### src/rtl/xbus_pkg.sv
package xbus_pkg;
  typedef enum logic [2:0] {
    BS_FREE = 3'd0,
    BS_TI   = 3'd1,
    BS_T1   = 3'd2,
    BS_T2   = 3'd3,
    BS_T3   = 3'd4
  } bus_st_e;
endpackage

### src/rtl/xbus_gap_decider.sv
module xbus_gap_decider #(
  parameter int AREA_W = 3
) (
  input  logic              prev_valid,
  input  logic              prev_write,
  input  logic [AREA_W-1:0] prev_area,
  input  logic              next_write,
  input  logic [AREA_W-1:0] next_area,
  input  logic              rr_en,
  input  logic              wr_en,
  input  logic              adv_mode,
  output logic              gap
);
  logic area_diff;
  logic rr_case;
  logic wr_case;

  always_comb begin
    area_diff = (next_area != prev_area);
    // read following a read from another area
    rr_case = !prev_write && !next_write && area_diff && rr_en && adv_mode;
    // write directly after a read
    wr_case = !prev_write && next_write && wr_en;
    gap = prev_valid && (rr_case || wr_case);
  end
endmodule

### src/rtl/xbus_cycle_fsm.sv
module xbus_cycle_fsm
  import xbus_pkg::*;
#(
  parameter int ADDR_W = 16,
  parameter int AREA_W = 3
) (
  input  logic              clk,
  input  logic              rst,
  input  logic              req_valid,
  input  logic [ADDR_W-1:0] req_addr,
  input  logic              req_write,
  input  logic [AREA_W-1:0] req_area,
  input  logic              gap,
  output bus_st_e           state_q,
  output bus_st_e           state_d,
  output logic              hist_valid,
  output logic              cur_write_q,
  output logic [AREA_W-1:0] cur_area_q,
  output logic [ADDR_W-1:0] addr_d,
  output logic              write_d
);
  logic              accept;
  logic [ADDR_W-1:0] cur_addr_q;

  // history is only meaningful while the current access completes
  assign hist_valid = (state_q == BS_T3);

  always_comb begin
    accept  = req_valid && (state_q == BS_FREE || state_q == BS_T3);
    state_d = state_q;
    unique case (state_q)
      BS_FREE, BS_T3: state_d = accept ? (gap ? BS_TI : BS_T1) : BS_FREE;
      BS_TI:          state_d = BS_T1;
      BS_T1:          state_d = BS_T2;
      BS_T2:          state_d = BS_T3;
      default:        state_d = BS_FREE;
    endcase
    addr_d  = accept ? req_addr  : cur_addr_q;
    write_d = accept ? req_write : cur_write_q;
  end

  always_ff @(posedge clk) begin
    if (rst) begin
      state_q     <= BS_FREE;
      cur_addr_q  <= '0;
      cur_write_q <= 1'b0;
      cur_area_q  <= '0;
    end else begin
      state_q <= state_d;
      if (accept) begin
        cur_addr_q  <= req_addr;
        cur_write_q <= req_write;
        cur_area_q  <= req_area;
      end
    end
  end
endmodule

### src/rtl/xbus_pin_drive.sv
module xbus_pin_drive
  import xbus_pkg::*;
#(
  parameter int ADDR_W = 16
) (
  input  logic              clk,
  input  logic              rst,
  input  bus_st_e           state_d,
  input  logic [ADDR_W-1:0] addr_d,
  input  logic              write_d,
  output logic [ADDR_W-1:0] bus_addr,
  output logic              bus_rd,
  output logic              bus_wr,
  output logic              bus_oe,
  output logic              bus_ack
);
  logic data_phase;

  assign data_phase = (state_d == BS_T2) || (state_d == BS_T3);

  always_ff @(posedge clk) begin
    if (rst) begin
      bus_addr <= '0;
      bus_rd   <= 1'b0;
      bus_wr   <= 1'b0;
      bus_oe   <= 1'b0;
      bus_ack  <= 1'b0;
    end else begin
      bus_addr <= addr_d;
      bus_rd   <= !write_d && data_phase;
      bus_wr   <= write_d && (state_d == BS_T2);
      bus_oe   <= write_d && data_phase;
      bus_ack  <= (state_d == BS_T3);
    end
  end
endmodule

### src/rtl/xbus_idle_seq.sv
module xbus_idle_seq
  import xbus_pkg::*;
#(
  parameter int ADDR_W = 16,
  parameter int AREA_W = 3
) (
  input  logic              clk,
  input  logic              rst,
  input  logic              req_valid,
  input  logic [ADDR_W-1:0] req_addr,
  input  logic              req_write,
  input  logic [AREA_W-1:0] req_area,
  input  logic              cfg_rr_gap,
  input  logic              cfg_wr_gap,
  input  logic              mode_adv,
  output logic [ADDR_W-1:0] bus_addr,
  output logic              bus_rd,
  output logic              bus_wr,
  output logic              bus_oe,
  output logic [2:0]        bus_state,
  output logic              bus_ack
);
  bus_st_e           state_q;
  bus_st_e           state_d;
  logic              hist_valid;
  logic              cur_write_q;
  logic [AREA_W-1:0] cur_area_q;
  logic [ADDR_W-1:0] addr_d;
  logic              write_d;
  logic              gap;

  xbus_gap_decider #(.AREA_W(AREA_W)) gap_i (
    .prev_valid (hist_valid),
    .prev_write (cur_write_q),
    .prev_area  (cur_area_q),
    .next_write (req_write),
    .next_area  (req_area),
    .rr_en      (cfg_rr_gap),
    .wr_en      (cfg_wr_gap),
    .adv_mode   (mode_adv),
    .gap        (gap)
  );

  xbus_cycle_fsm #(.ADDR_W(ADDR_W), .AREA_W(AREA_W)) fsm_i (
    .clk         (clk),
    .rst         (rst),
    .req_valid   (req_valid),
    .req_addr    (req_addr),
    .req_write   (req_write),
    .req_area    (req_area),
    .gap         (gap),
    .state_q     (state_q),
    .state_d     (state_d),
    .hist_valid  (hist_valid),
    .cur_write_q (cur_write_q),
    .cur_area_q  (cur_area_q),
    .addr_d      (addr_d),
    .write_d     (write_d)
  );

  xbus_pin_drive #(.ADDR_W(ADDR_W)) pins_i (
    .clk      (clk),
    .rst      (rst),
    .state_d  (state_d),
    .addr_d   (addr_d),
    .write_d  (write_d),
    .bus_addr (bus_addr),
    .bus_rd   (bus_rd),
    .bus_wr   (bus_wr),
    .bus_oe   (bus_oe),
    .bus_ack  (bus_ack)
  );

  assign bus_state = state_q;
endmodule

### config.mk
export PLATFORM = sky130hd
export DESIGN_NAME = xbus_idle_seq
export DESIGN_NICKNAME = d
export VERILOG_FILES = /design/src/rtl/xbus_pkg.sv /design/src/rtl/xbus_gap_decider.sv /design/src/rtl/xbus_cycle_fsm.sv /design/src/rtl/xbus_pin_drive.sv /design/src/rtl/xbus_idle_seq.sv
export SDC_FILE = /design/constraint.sdc
export NUM_CORES = 1
export LEC_CHECK = 0
export BUFFER_PORTS_ARGS = -buffer_cell sky130_fd_sc_hd__buf_2
export CAP_MARGIN = 20
export CORE_MARGIN = 8
export CORE_UTILIZATION = 50
export DETAILED_ROUTE_END_ITERATION = 10
export PLACE_DENSITY = 0.83
export SLEW_MARGIN = 20
export SYNTH_ARGS = -nofsm -noshare
export SYNTH_HDL_FRONTEND = slang
export SYNTH_HIERARCHICAL = 1
export SYNTH_SLANG_ARGS = --single-unit
### constraint.sdc
create_clock -name clk -period 2.3 [get_ports clk]
set_input_delay 0.115 -clock clk [delete_from_list [all_inputs] [get_ports clk]]
set_output_delay 0.115 -clock clk [all_outputs]
set_load 0.01 [all_outputs]
# Yosys cells after proc, flatten, opt, wreduce, memory -nomap -nowiden
# Cells that the tools add are included.
# totals
regBits,27
inputBits,26
output_inout_bits,23
elab_cells,38
# op_classes
n_eq_ne,7
muxes,4
n_reduce_logical,19
# op_table
op,n
case mux 3 bit (4 select lines),1
logical AND 1 bit,11
equality test 3 x 2 -> 1 bit (second input constant),3
equality test 3 bit (second input constant),2
equality test 3 x 1 -> 1 bit (second input constant),1
logical NOT 1 bit,3
logical NOT 3 bit,1
logical OR 1 bit,3
2-to-1 mux 3 bit,1
!= test 3 bit,1
2-to-1 mux 2 bit,1
OR reduction 2 bit,1
2-to-1 mux 1 bit,1

# Logic depth before layout (Yosys ltp)
# Gate-level depths: netlist (run 1).
# logic_depth
depth_word,13
ltp_mapped,7
depth_no_buf,7

# Modules after synthesis
# Netlist (run 1), hierarchy kept.
# by_module_without_submodules
mod,instances,cells_per_inst,area_each_um2,seq_area_each_um2
xbus_cycle_fsm,1,121,1286.2,460.4
xbus_pin_drive,1,44,560.5,400.4
xbus_gap_decider,1,8,55.1,0.0

# Worst setup path after synthesis (run 1)
# Ideal clock, no wire load.
# synth_timing
path_type,register to register
startpoint,reg fsm_i.cur_area_q[2]
endpoint,reg pins_i.bus_rd
setup_ns,0.079
arrival_time_ns,1.667
t_required_ns,2.221
setup_slack_ns,0.554
path_stages_with_launch,7
synth_period_minus_slack_ns,1.746
path_cell_list,dfxtp_1 > xnor2_1 > a311o_1 > a21oi_1 > o22ai_1 > or3b_4 > a211oi_2
# synth_between
elab_chain_cells,12
elab_cells_between_ends,13
# synth_rtl
element,line,source
"start, declared",xbus_cycle_fsm.sv:18,"output logic [AREA_W-1:0] cur_area_q,"
"start signal, assigned",xbus_cycle_fsm.sv:53,cur_area_q <= req_area;
!= test 3 bit (*),xbus_gap_decider.sv:19,area_diff = (next_area != prev_area);
logical AND 1 bit (*) (3 in series),xbus_gap_decider.sv:21,rr_case = !prev_write && !next_write && area_diff && rr_en && adv_mode;
logical OR 1 bit (*),xbus_gap_decider.sv:24,gap = prev_valid && (rr_case || wr_case);
logical AND 1 bit (*),xbus_gap_decider.sv:24,
net gap,xbus_idle_seq.sv:30,logic gap;
2-to-1 mux 2 bit (*),xbus_cycle_fsm.sv:32,"BS_FREE, BS_T3: state_d = accept ? (gap ? BS_TI : BS_T1) : BS_FREE;"
2-to-1 mux 3 bit (*),xbus_cycle_fsm.sv:32,
case mux 3 bit (4 select lines) (*),xbus_cycle_fsm.sv:31,unique case (state_q)
net state_d[1],xbus_idle_seq.sv:24,bus_st_e state_d;
equality test 3 x 2 -> 1 bit / equality test 3 bit (equally long branches),xbus_pin_drive.sv:19,assign data_phase = (state_d == BS_T2) || (state_d == BS_T3);
logical OR 1 bit (*),xbus_pin_drive.sv:19,
logical AND 1 bit (*),xbus_pin_drive.sv:30,bus_rd <= !write_d && data_phase;
"end signal, assigned",xbus_pin_drive.sv:30,
"end, declared",xbus_pin_drive.sv:12,"output logic bus_rd,"
# Mark *: on every way through the listed nets, which the timed path passes. The rest lies on a longest branch.
# A chain may end at the register's enable or synchronous reset.

# Worst setup path in the final report (run 1)
# Same ends and word-level chain as after synthesis.

==> metrics.csv, run 1 <==
metric,value,unit
maxSlewViolCount,0,
seq_area_frac_synth,45.26,%
io_pins,49,
rows,22,
critPathTopFamily,compound AO/OA/AOI/OAI gates,
cp_data_arrival_time,2100,ps
layout-drive-gt1-share,35.71,%
internal_power,0.001482,W
cp_data_required_time,2500,ps
io_buffers,48,
status,completed,
setup_ws,402.8,ps
dieArea,0.006033,sq mm
irDropWorstVdd,956.2,uV
slowest_delay,400,ps
synth-seq-cells,43,
cpMaxStageDelayCell,or3b_4,
detailedPlace.worstSlack,448.0,ps
ctsResizeCount,0,
routedWlPerCell,12.27,um
drt_pre_antenna_iters,4,
hold_class,primary input to flip-flop,
slew_headroom,61.14,%
place.gp.congestion,0.7236,
drc,0,
antenna_left,0,
cts_tree,yes,
grt_setup_unrepaired,false,
clk_path_buf_depth,2,
start_util,51.95,%
sequentialPowerShare,45.7,%
comb_power_share,33.1,%
finalCritPeriodShare,82.49,%
synth_fp_nets,199,
dieHeight,77.68,um
p_switching,0.0006128,W
fill_cells,313,
wl,3.338,mm
min_period,1897,ps
htree_levels,2,
ys_types,27,
setup_viol,0,
clockPowerShare,21.2,%
switching_share,29.26,%
clock.fmax,0.5271,GHz
crit_chain,xnor2_1 -> a311o_1 -> a21oi_1 -> o22ai_1 -> or3b_4 -> a211oi_2,
final_common_cell,buf_2,
routed_via_density,4.816,
powerDensity,928.1,mW/mm^2
cts_num_sinks,43,
cp_max_fo,3,
grt_max_degree,43,
diodes,0,
syn_avg_cell_area,10.99,sq um
cts_setup_buffers,0,
grt_usage,11.10,%
grt_antenna_before_repair,0,
clkTransAtPathRegs,80,ps
clkLatencyLatePin,280,ps
clockRootBuffer,clkbuf_8,
hpwlAfterDp,2.434,mm
finish.utilization,61.65,%
grt_pass1_wl,5.575,mm
die_w,77.68,um
path_buf_inv,0,
finClkSkew,5.180,ps
nets,249,
area_growth_syn_to_layout,18.68,%
syn_inst,173,
synth-async-reset-ratio,0,%
critPathCaptureType,flip-flop,
synth_flop_cell,dfxtp_1,
syn_area,0.001902,sq mm
cap_viol_max_count,0,
worstSetupPathType,flip-flop to flip-flop,
worst_pin_slew,582.9,ps
grt_pass1_vias,1289,
cellLeakagePower,1.004,nW
cts_made_buffers,5,
hold_viol,0,
gr-total-overflow,0,
num_vias,1310,
first_iter_violations,87,
worst_setup_path_start_kind,flip-flop,
timing.setup.tns,0,ps
cts_hold_buf,0,
final_cell_mix,"buf_2, dfxtp_1, nand2b_1, mux2i_1, nor2b_1",
synth_edf_count,0,
yosys_warnings,6,
core_area,0.003661,sq mm
-- metrics by stage --
step                instance area [sq um]  power (W)  hold slack, ps  cells
floorplan                            1902   0.001524           186.6    173
global placement                     2176   0.001665           390.1    264
detailed placement                   2176   0.001677           397.0    264
CTS                                  2257   0.002120           90.78    272
global route                         2257   0.002212           97.71    272
finish                               2257   0.002095           94.02    272
-- routing by layer --
metal  up-vias  track usage, %  share of wire [%]
met4         0           4.528               0.99
met1       601           12.00                 45
met3         4           4.954                6.6
met5         -               0                  0
li1        677               -                  -
met2        28           18.46                 48
-- flip-flops by register name, summed over array words and instances (netlist names) --
signal	flops
fsm_i/cur_addr_q	16
pins_i/bus_addr	16
fsm_i/cur_area_q	3
fsm_i/state_q	3
fsm_i/cur_write_q	1
pins_i/bus_ack	1
pins_i/bus_oe	1
pins_i/bus_rd	1
pins_i/bus_wr	1
-- worst paths after layout --
check | start | end | slack [ps] | depth (start not counted)
worst max-delay path | fsm_i/cur_area_q[2] | pins_i/bus_rd | 400 | 6
worst max register to register | fsm_i/cur_area_q[2] | pins_i/bus_rd | 400 | 6
worst min register to register | fsm_i/cur_addr_q[15] | fsm_i/cur_addr_q[15] | 470 | 2
worst min-delay path | req_addr[14] | fsm_i/cur_addr_q[14] | 90 | 3
-- Yosys cell counts, drive strengths merged, types with 2 or more instances --
| cell | number | area share (%) |
|---|---|---|
| a211oi | 2 | 1.1 |
| a21oi | 3 | 0.79 |
| buf | 5 | 2.4 |
| clkbuf | 4 | 0.79 |
| dfxtp | 43 | 45 |
| mux2 | 17 | 12 |
| mux2i | 20 | 11 |
| nand2 | 2 | 0.39 |
| nand2b | 42 | 14 |
| nand3b | 2 | 0.79 |
| nor2b | 17 | 5.6 |
| nor3b | 2 | 0.79 |
| or3b | 2 | 1.1 |
| xnor2 | 4 | 1.8 |
-- area by class of cell --
| class | instances | area (sq um) | share of cell area, % |
|---|---|---|---|
| clock inverter | 1 | 5.005 | 0.2217 |
| tap | 48 | 60.06 | 2.661 |
| clock buffer | 7 | 76.32 | 3.381 |
| multi-input combinational | 121 | 984.7 | 43.63 |
| sequential | 43 | 860.8 | 38.14 |
| timing repair buffer | 52 | 270.3 | 11.97 |
-- worst min-delay path, cell delays in order --
cell and delay, ps:
buf_2 100, nand2b_1 60, mux2i_1 60
-- cells by family after synthesis --
kind of cell,synth area share [%]
flip-flops,45.26
AND/OR/NAND/NOR,24.34
multiplexers,22.17
XOR/XNOR,1.842
AO/OA/AOI/OAI,3.158
buffers and inverters,3.223
-- power by group through the flow --
stage / combinational, W / clock, W / sequential, W
5_1_grt: 0.000752 / 0.000487 / 0.000973
6_report: 0.000694 / 0.000444 / 0.000958
2_1_floorplan: 0.000525 / 0 / 0.000998
3_5_place_dp: 0.000702 / 0 / 0.000976
4_1_cts: 0.000704 / 0.000457 / 0.000959
3_3_place_gp: 0.000695 / 0 / 0.000970
(Power assumes the default switching activity.)
==> inputs of run 2 (changes only) <==
--- a/config.mk
+++ b/config.mk
@@ -8,7 +8,7 @@
 export BUFFER_PORTS_ARGS = -buffer_cell sky130_fd_sc_hd__buf_2
 export CAP_MARGIN = 20
 export CORE_MARGIN = 8
-export CORE_UTILIZATION = 50
+export CORE_UTILIZATION = 48
 export DETAILED_ROUTE_END_ITERATION = 10
 export PLACE_DENSITY = 0.83
 export SLEW_MARGIN = 20
==> constraint.sdc (replaced) <==
create_clock -name clk -period 1.6 [get_ports clk]
set_input_delay 0.08 -clock clk [delete_from_list [all_inputs] [get_ports clk]]
set_output_delay 0.08 -clock clk [all_outputs]
set_load 0.01 [all_outputs]
==> metrics.csv, run 2 (same netlist as run 1, synthesis figures left out) <==
metric,value,unit,change
status,"complete, but fails checks",,was completed
violations,negative setup slack,,
dieArea,0.006232,sq mm,was 0.006033 sq mm
finalCritPeriodShare,113.3,%,was 82.49%
first_iter_violations,20,,was 87
cts_num_sinks,43,,unchanged
layout-drive-gt1-share,42.49,%,was 35.71%
io_buffers,48,,unchanged
drc,0,,unchanged
grt_pass1_vias,1419,,was 1289
clkLatencyLatePin,290,ps,was 280 ps
setup_viol,5,,was 0
core_area,0.003914,sq mm,was 0.003661 sq mm
cap_viol_max_count,0,,unchanged
cp_data_required_time,1810,ps,was 2500 ps
rows,23,,was 22
final_cell_mix,"buf_2, nand2b_1, dfxtp_1, mux2i_1, nor2b_1",,"was buf_2, dfxtp_1, nand2b_1, mux2i_1, nor2b_1"
hold_viol,0,,unchanged
area_growth_syn_to_layout,25.86,%,was 18.68%
final_common_cell,buf_2,,unchanged
timing.rr.start,fsm_i/cur_area_q[0],,was fsm_i/cur_area_q[2]
wl,3.759,mm,was 3.338 mm
critPathCaptureType,flip-flop,,unchanged
postPlaceCellArea,0.002242,sq mm,was 0.002176 sq mm
antenna_left,0,,unchanged
diodes,0,,unchanged
cts_made_buffers,5,,unchanged
cellLeakagePower,1.075,nW,was 1.004 nW
cts_tree,yes,,unchanged
irDropWorstVdd,735.7,uV,was 956.2 uV
powerDensity,1378,mW/mm^2,was 928.1 mW/mm^2
io_pins,49,,unchanged
final_cell_area,0.002394,sq mm,was 0.002257 sq mm
cp_max_fo,3,,unchanged
hold_class,primary input to flip-flop,,unchanged
min_period,1812,ps,was 1897 ps
worstSetupPathType,flip-flop to flip-flop,,unchanged
setup_ws,-212.3,ps,was 402.8 ps
nets,258,,was 249
reg_top3,"fsm_i/cur_addr_q x16, pins_i/bus_addr x16",,unchanged
r2r_slack,-210,ps,was 400 ps
clkTransAtPathRegs,80,ps,about the same
hpwlAfterDp,2.666,mm,was 2.434 mm
clockRootBuffer,clkbuf_8,,unchanged
grt_usage,12.34,%,was 11.10%
cts_hold_buf,0,,unchanged
grt_antenna_before_repair,0,,unchanged
num_vias,1361,,was 1310
rr_worst_depth,6,,unchanged
worst_setup_path_start_kind,flip-flop,,unchanged
hp-start,req_addr[9],,was req_addr[14]
start_util,48.59,%,was 51.95%
die_w,78.95,um,was 77.68 um
place.gp.congestion,0.7618,,was 0.7236
drt_pre_antenna_iters,4,,unchanged
htree_levels,2,,unchanged
grt_setup_unrepaired,true,,was false
finClkSkew,3.453,ps,was 5.180 ps
grt_max_degree,27,,was 43
min_path_cells,3,,unchanged
clock.fmax,0.5518,GHz,was 0.5271 GHz
worst_pin_slew,439.9,ps,was 582.9 ps
grt_pass1_wl,6.189,mm,was 5.575 mm
maxSlewViolCount,0,,unchanged
cp_data_arrival_time,2020,ps,was 2100 ps
gr-total-overflow,0,,unchanged
finish.utilization,61.16,%,was 61.65%
routed_via_density,4.809,,was 4.816
routedWlPerCell,13.28,um,was 12.27 um
r2r_end,pins_i/bus_rd,,unchanged
dieHeight,78.95,um,was 77.68 um
clk_path_buf_depth,2,,unchanged
slew_headroom,70.67,%,was 61.14%
min_to,fsm_i/cur_addr_q[9],,was fsm_i/cur_addr_q[14]
run 2: changes by cell type in the layout (fill, tap and decap cells not counted), moves of 2 or more:
cell | previous run | this run
a21oi_1 | 3 | 1
a21oi_2 | 0 | 2
buf_4 | 4 | 12
clkbuf_8 | 5 | 7
dfxtp_1 | 43 | 40
dfxtp_2 | 0 | 3
xnor2_1 | 4 | 2
xnor2_2 | 0 | 2
run 2: final cells by class:
class                      instances  area (sq um)
timing repair buffer              61         350.3
clock buffer                       8         100.1
tap                               50         62.56
fill                             339          1520
sequential                        43         864.6
multi-input combinational        121          1016
run 2: per-layer routing:
metal | wire [um] | vias up | global-route usage, %
met2 | 1776 | 36 | 20.96
li1 | - | 694 | -
met3 | 249 | 8 | 5.530
met4 | 85 | 0 | 4.630
met1 | 1648 | 623 | 13.19
met5 | 0 | - | 0
run 2: worst max-delay path, stage by stage (launching register included):
cell and delay, ps:
dfxtp_2 330, xnor2_1 120, a311o_1 370, a21oi_2 200
o22ai_2 110, or3b_4 390, a211oi_2 210
run 2: power breakdown:
| group | internal [W] | leakage [nW] | switching [W] | total, W |
|---|---|---|---|---|
| clock | 0.000394 | 0.0515 | 0.000354 | 0.000749 |
| sequential | 0.00127 | 0.354 | 0.0000918 | 0.00136 |
| combinational | 0.000677 | 0.670 | 0.000511 | 0.00119 |
run 2: how the worst max path moves through the flow:
stage | start | cells past startpoint | slack, ps | to
2_1_floorplan | fsm_i/cur_area_q[1] | 6 | -70 | pins_i/bus_rd
3_3_place_gp | fsm_i/cur_area_q[1] | 6 | -140 | pins_i/bus_rd
3_5_place_dp | fsm_i/cur_area_q[1] | 7 | -210 | pins_i/bus_rd
4_1_cts | fsm_i/cur_area_q[2] | 6 | -220 | pins_i/bus_rd
5_1_grt | fsm_i/cur_area_q[0] | 7 | -280 | fsm_i/state_q[0]
6_report | fsm_i/cur_area_q[0] | 6 | -210 | pins_i/bus_rd
run 2: per-stage QoR:
stage                     power [W]  hold slack [ps]  TNS, ps  worst slack (ps)  instances
final                      0.003298            56.13   -603.7            -212.3        283
after CTS                  0.003314            43.97   -519.4            -216.5        282
after floorplan            0.002213            151.6   -101.1            -70.81        173
after global placement     0.002478            356.4   -246.1            -135.7        271
after global routing       0.003498            44.26    -1055            -280.4        283
after detailed placement   0.002511            366.1   -435.6            -210.0        271
run 2: what timing repair did:
item                                    4_1_cts  5_1_grt
endpoints found under the hold margin         0        0
cloned                                        0        0
setup buffers                                 3        1
pin swaps                                     7        7
endpoints found under the setup margin        3       14
gates resized for setup                       1        5
==> inputs of run 3 (changes only) <==
--- a/config.mk
+++ b/config.mk
@@ -8,9 +8,11 @@
 export BUFFER_PORTS_ARGS = -buffer_cell sky130_fd_sc_hd__buf_2
 export CAP_MARGIN = 20
 export CORE_MARGIN = 8
-export CORE_UTILIZATION = 48
+export CORE_UTILIZATION = 50
+export CTS_BUF_LIST = sky130_fd_sc_hd__clkbuf_8
 export DETAILED_ROUTE_END_ITERATION = 10
-export PLACE_DENSITY = 0.83
+export HOLD_SLACK_MARGIN = 0.06
+export PLACE_DENSITY = 0.86
 export SLEW_MARGIN = 20
 export SYNTH_ARGS = -nofsm -noshare
 export SYNTH_HDL_FRONTEND = slang
==> metrics.csv, run 3 (same netlist as run 1, synthesis figures left out) <==
metric,value,unit,change
finalCritPeriodShare,114.5,%,was 113.3%
hp-start,req_addr[5],,was req_addr[9]
maxSlewViolCount,0,,unchanged
area_growth_syn_to_layout,36.05,%,was 25.86%
num_vias,1447,,was 1361
gr-total-overflow,0,,unchanged
antenna_left,0,,unchanged
wl,4.018,mm,was 3.759 mm
critPathCapture,pins_i/bus_rd,,unchanged
first_iter_violations,85,,was 20
setup_viol,5,,unchanged
cts_made_buffers,5,,unchanged
dieHeight,77.68,um,was 78.95 um
dieArea,0.006033,sq mm,was 0.006232 sq mm
hold_class,primary input to flip-flop,,unchanged
rr_worst_depth,7,,was 6
nets,276,,was 258
setup_ws,-231.6,ps,was -212.3 ps
hold_viol,0,,unchanged
grt_setup_unrepaired,true,,unchanged
cp_data_arrival_time,2050,ps,was 2020 ps
cap_viol_max_count,0,,unchanged
cts_tree,yes,,unchanged
r2r_end,pins_i/bus_rd,,unchanged
finClkSkew,5.813,ps,was 3.453 ps
die_w,77.68,um,was 78.95 um
cp_max_fo,3,,unchanged
violations,negative setup slack,,unchanged
timing.rr.start,fsm_i/cur_area_q[2],,was fsm_i/cur_area_q[0]
rows,22,,was 23
clockRootBuffer,clkbuf_8,,unchanged
powerDensity,1355,mW/mm^2,was 1378 mW/mm^2
r2r_slack,-230,ps,was -210 ps
fill_cells,261,,was 339
status,"complete, but fails checks",,unchanged
cts_num_sinks,43,,unchanged
routed_via_density,4.839,,was 4.809
min_path_cells,3,,unchanged
cp_data_required_time,1820,ps,was 1810 ps
io_pins,49,,unchanged
diodes,0,,unchanged
final_cell_mix,"buf_2, nand2b_1, dfxtp_1, mux2i_1, dlygate4sd3_1",,"was buf_2, nand2b_1, dfxtp_1, mux2i_1, nor2b_1"
crit_start,fsm_i/cur_area_q[2],,was fsm_i/cur_area_q[0]
grt_pass1_wl,6.644,mm,was 6.189 mm
worst_setup_path_start_kind,flip-flop,,unchanged
grt_max_degree,36,,was 27
hpwlAfterDp,2.648,mm,was 2.666 mm
finish.utilization,70.68,%,was 61.16%
clock.fmax,0.5460,GHz,was 0.5518 GHz
final_common_cell,buf_2,,unchanged
reg_top3,"fsm_i/cur_addr_q x16, pins_i/bus_addr x16",,unchanged
core_area,0.003661,sq mm,was 0.003914 sq mm
drc,0,,unchanged
routedWlPerCell,13.44,um,was 13.28 um
place.gp.congestion,0.7350,,was 0.7618
htree_levels,2,,unchanged
layout-drive-gt1-share,39.84,%,was 42.49%
start_util,51.95,%,was 48.59%
io_buffers,48,,unchanged
clkTransAtPathRegs,80,ps,about the same
worstSetupPathType,flip-flop to flip-flop,,unchanged
clk_path_buf_depth,2,,unchanged
irDropWorstVdd,814.7,uV,was 735.7 uV
grt_pass1_vias,1498,,was 1419
critPathCaptureType,flip-flop,,unchanged
cellLeakagePower,1.152,nW,was 1.075 nW
clkLatencyLatePin,290,ps,about the same
grt_antenna_before_repair,0,,unchanged
worst_pin_slew,483.2,ps,was 439.9 ps
final_cell_area,0.002587,sq mm,was 0.002394 sq mm
drt_pre_antenna_iters,4,,unchanged
slew_headroom,67.79,%,was 70.67%
timing.setup.tns,-791.3,ps,was -603.7 ps
grt_usage,13.16,%,was 12.34%
min_period,1832,ps,was 1812 ps
postPlaceCellArea,0.002240,sq mm,was 0.002242 sq mm
-- run 3: worst min-delay path by stage --
stage                                to  slack (ps)
floorplan           pins_i/bus_addr[10]         150
global placement    fsm_i/cur_addr_q[7]         350
detailed placement  fsm_i/cur_addr_q[7]         360
CTS                 fsm_i/cur_addr_q[5]          70
global route        fsm_i/cur_addr_q[5]          80
finish              fsm_i/cur_addr_q[5]          70
-- run 3: cell type report --
| class | instances | area, sq um | area share, % |
|---|---|---|---|
| Multi-Input combinational cell | 121 | 1016 | 39.26 |
| Sequential cell | 43 | 863.3 | 33.37 |
| Clock buffer | 6 | 82.58 | 3.191 |
| Clock inverter | 2 | 35.03 | 1.354 |
| Tap cell | 48 | 60.06 | 2.321 |
| Timing Repair Buffer | 79 | 530.5 | 20.50 |
-- run 3: report_power, final --
part           switching, W  total, W  internal (W)
sequential        0.0000831   0.00135       0.00127
clock              0.000370  0.000875      0.000505
combinational      0.000554   0.00128      0.000724
total               0.00101   0.00351       0.00250
-- run 3: what timing repair did --
item | in CTS | in global routing
setup endpoints to repair | 4 | 7
pin swaps | 11 | 6
endpoints found under the hold margin | 18 | 0
gates cloned | 0 | 0
setup buffers | 3 | 1
gates resized for setup | 4 | 2
hold buffers | 18 | 0
-- run 3: worst max-delay path, stage by stage, from the launching register on --
cell and delay (ps):
dfxtp_2 330, xnor2_1 120, a311o_1 360, a21oi_2 200, nand3b_1 160, a21oi_2 210
nand3b_1 180, a211oi_2 200
-- run 3: metal layers --
layer | routed length, um | vias up | part of all wire (%) | global-route usage, %
met5 | 0 | - | 0 | 0
met4 | 54 | 0 | 1.3 | 3.962
met3 | 250 | 7 | 6.2 | 6.106
met2 | 1923 | 31 | 48 | 21.80
met1 | 1790 | 679 | 45 | 14.68
li1 | - | 730 | - | -
-- run 3: per-stage QoR --
| stage | std cells | hold WS (ps) | setup slack [ps] | power (W) |
|---|---|---|---|---|
| 2_1_floorplan | 173 | 151.6 | -70.81 | 0.002213 |
| 3_3_place_gp | 269 | 352.8 | -123.4 | 0.002497 |
| 3_5_place_dp | 269 | 361.2 | -256.6 | 0.002533 |
| 4_1_cts | 298 | 66.69 | -206.1 | 0.003511 |
| 5_1_grt | 299 | 80.27 | -355.0 | 0.003685 |
| 6_report | 299 | 70.89 | -231.6 | 0.003505 |
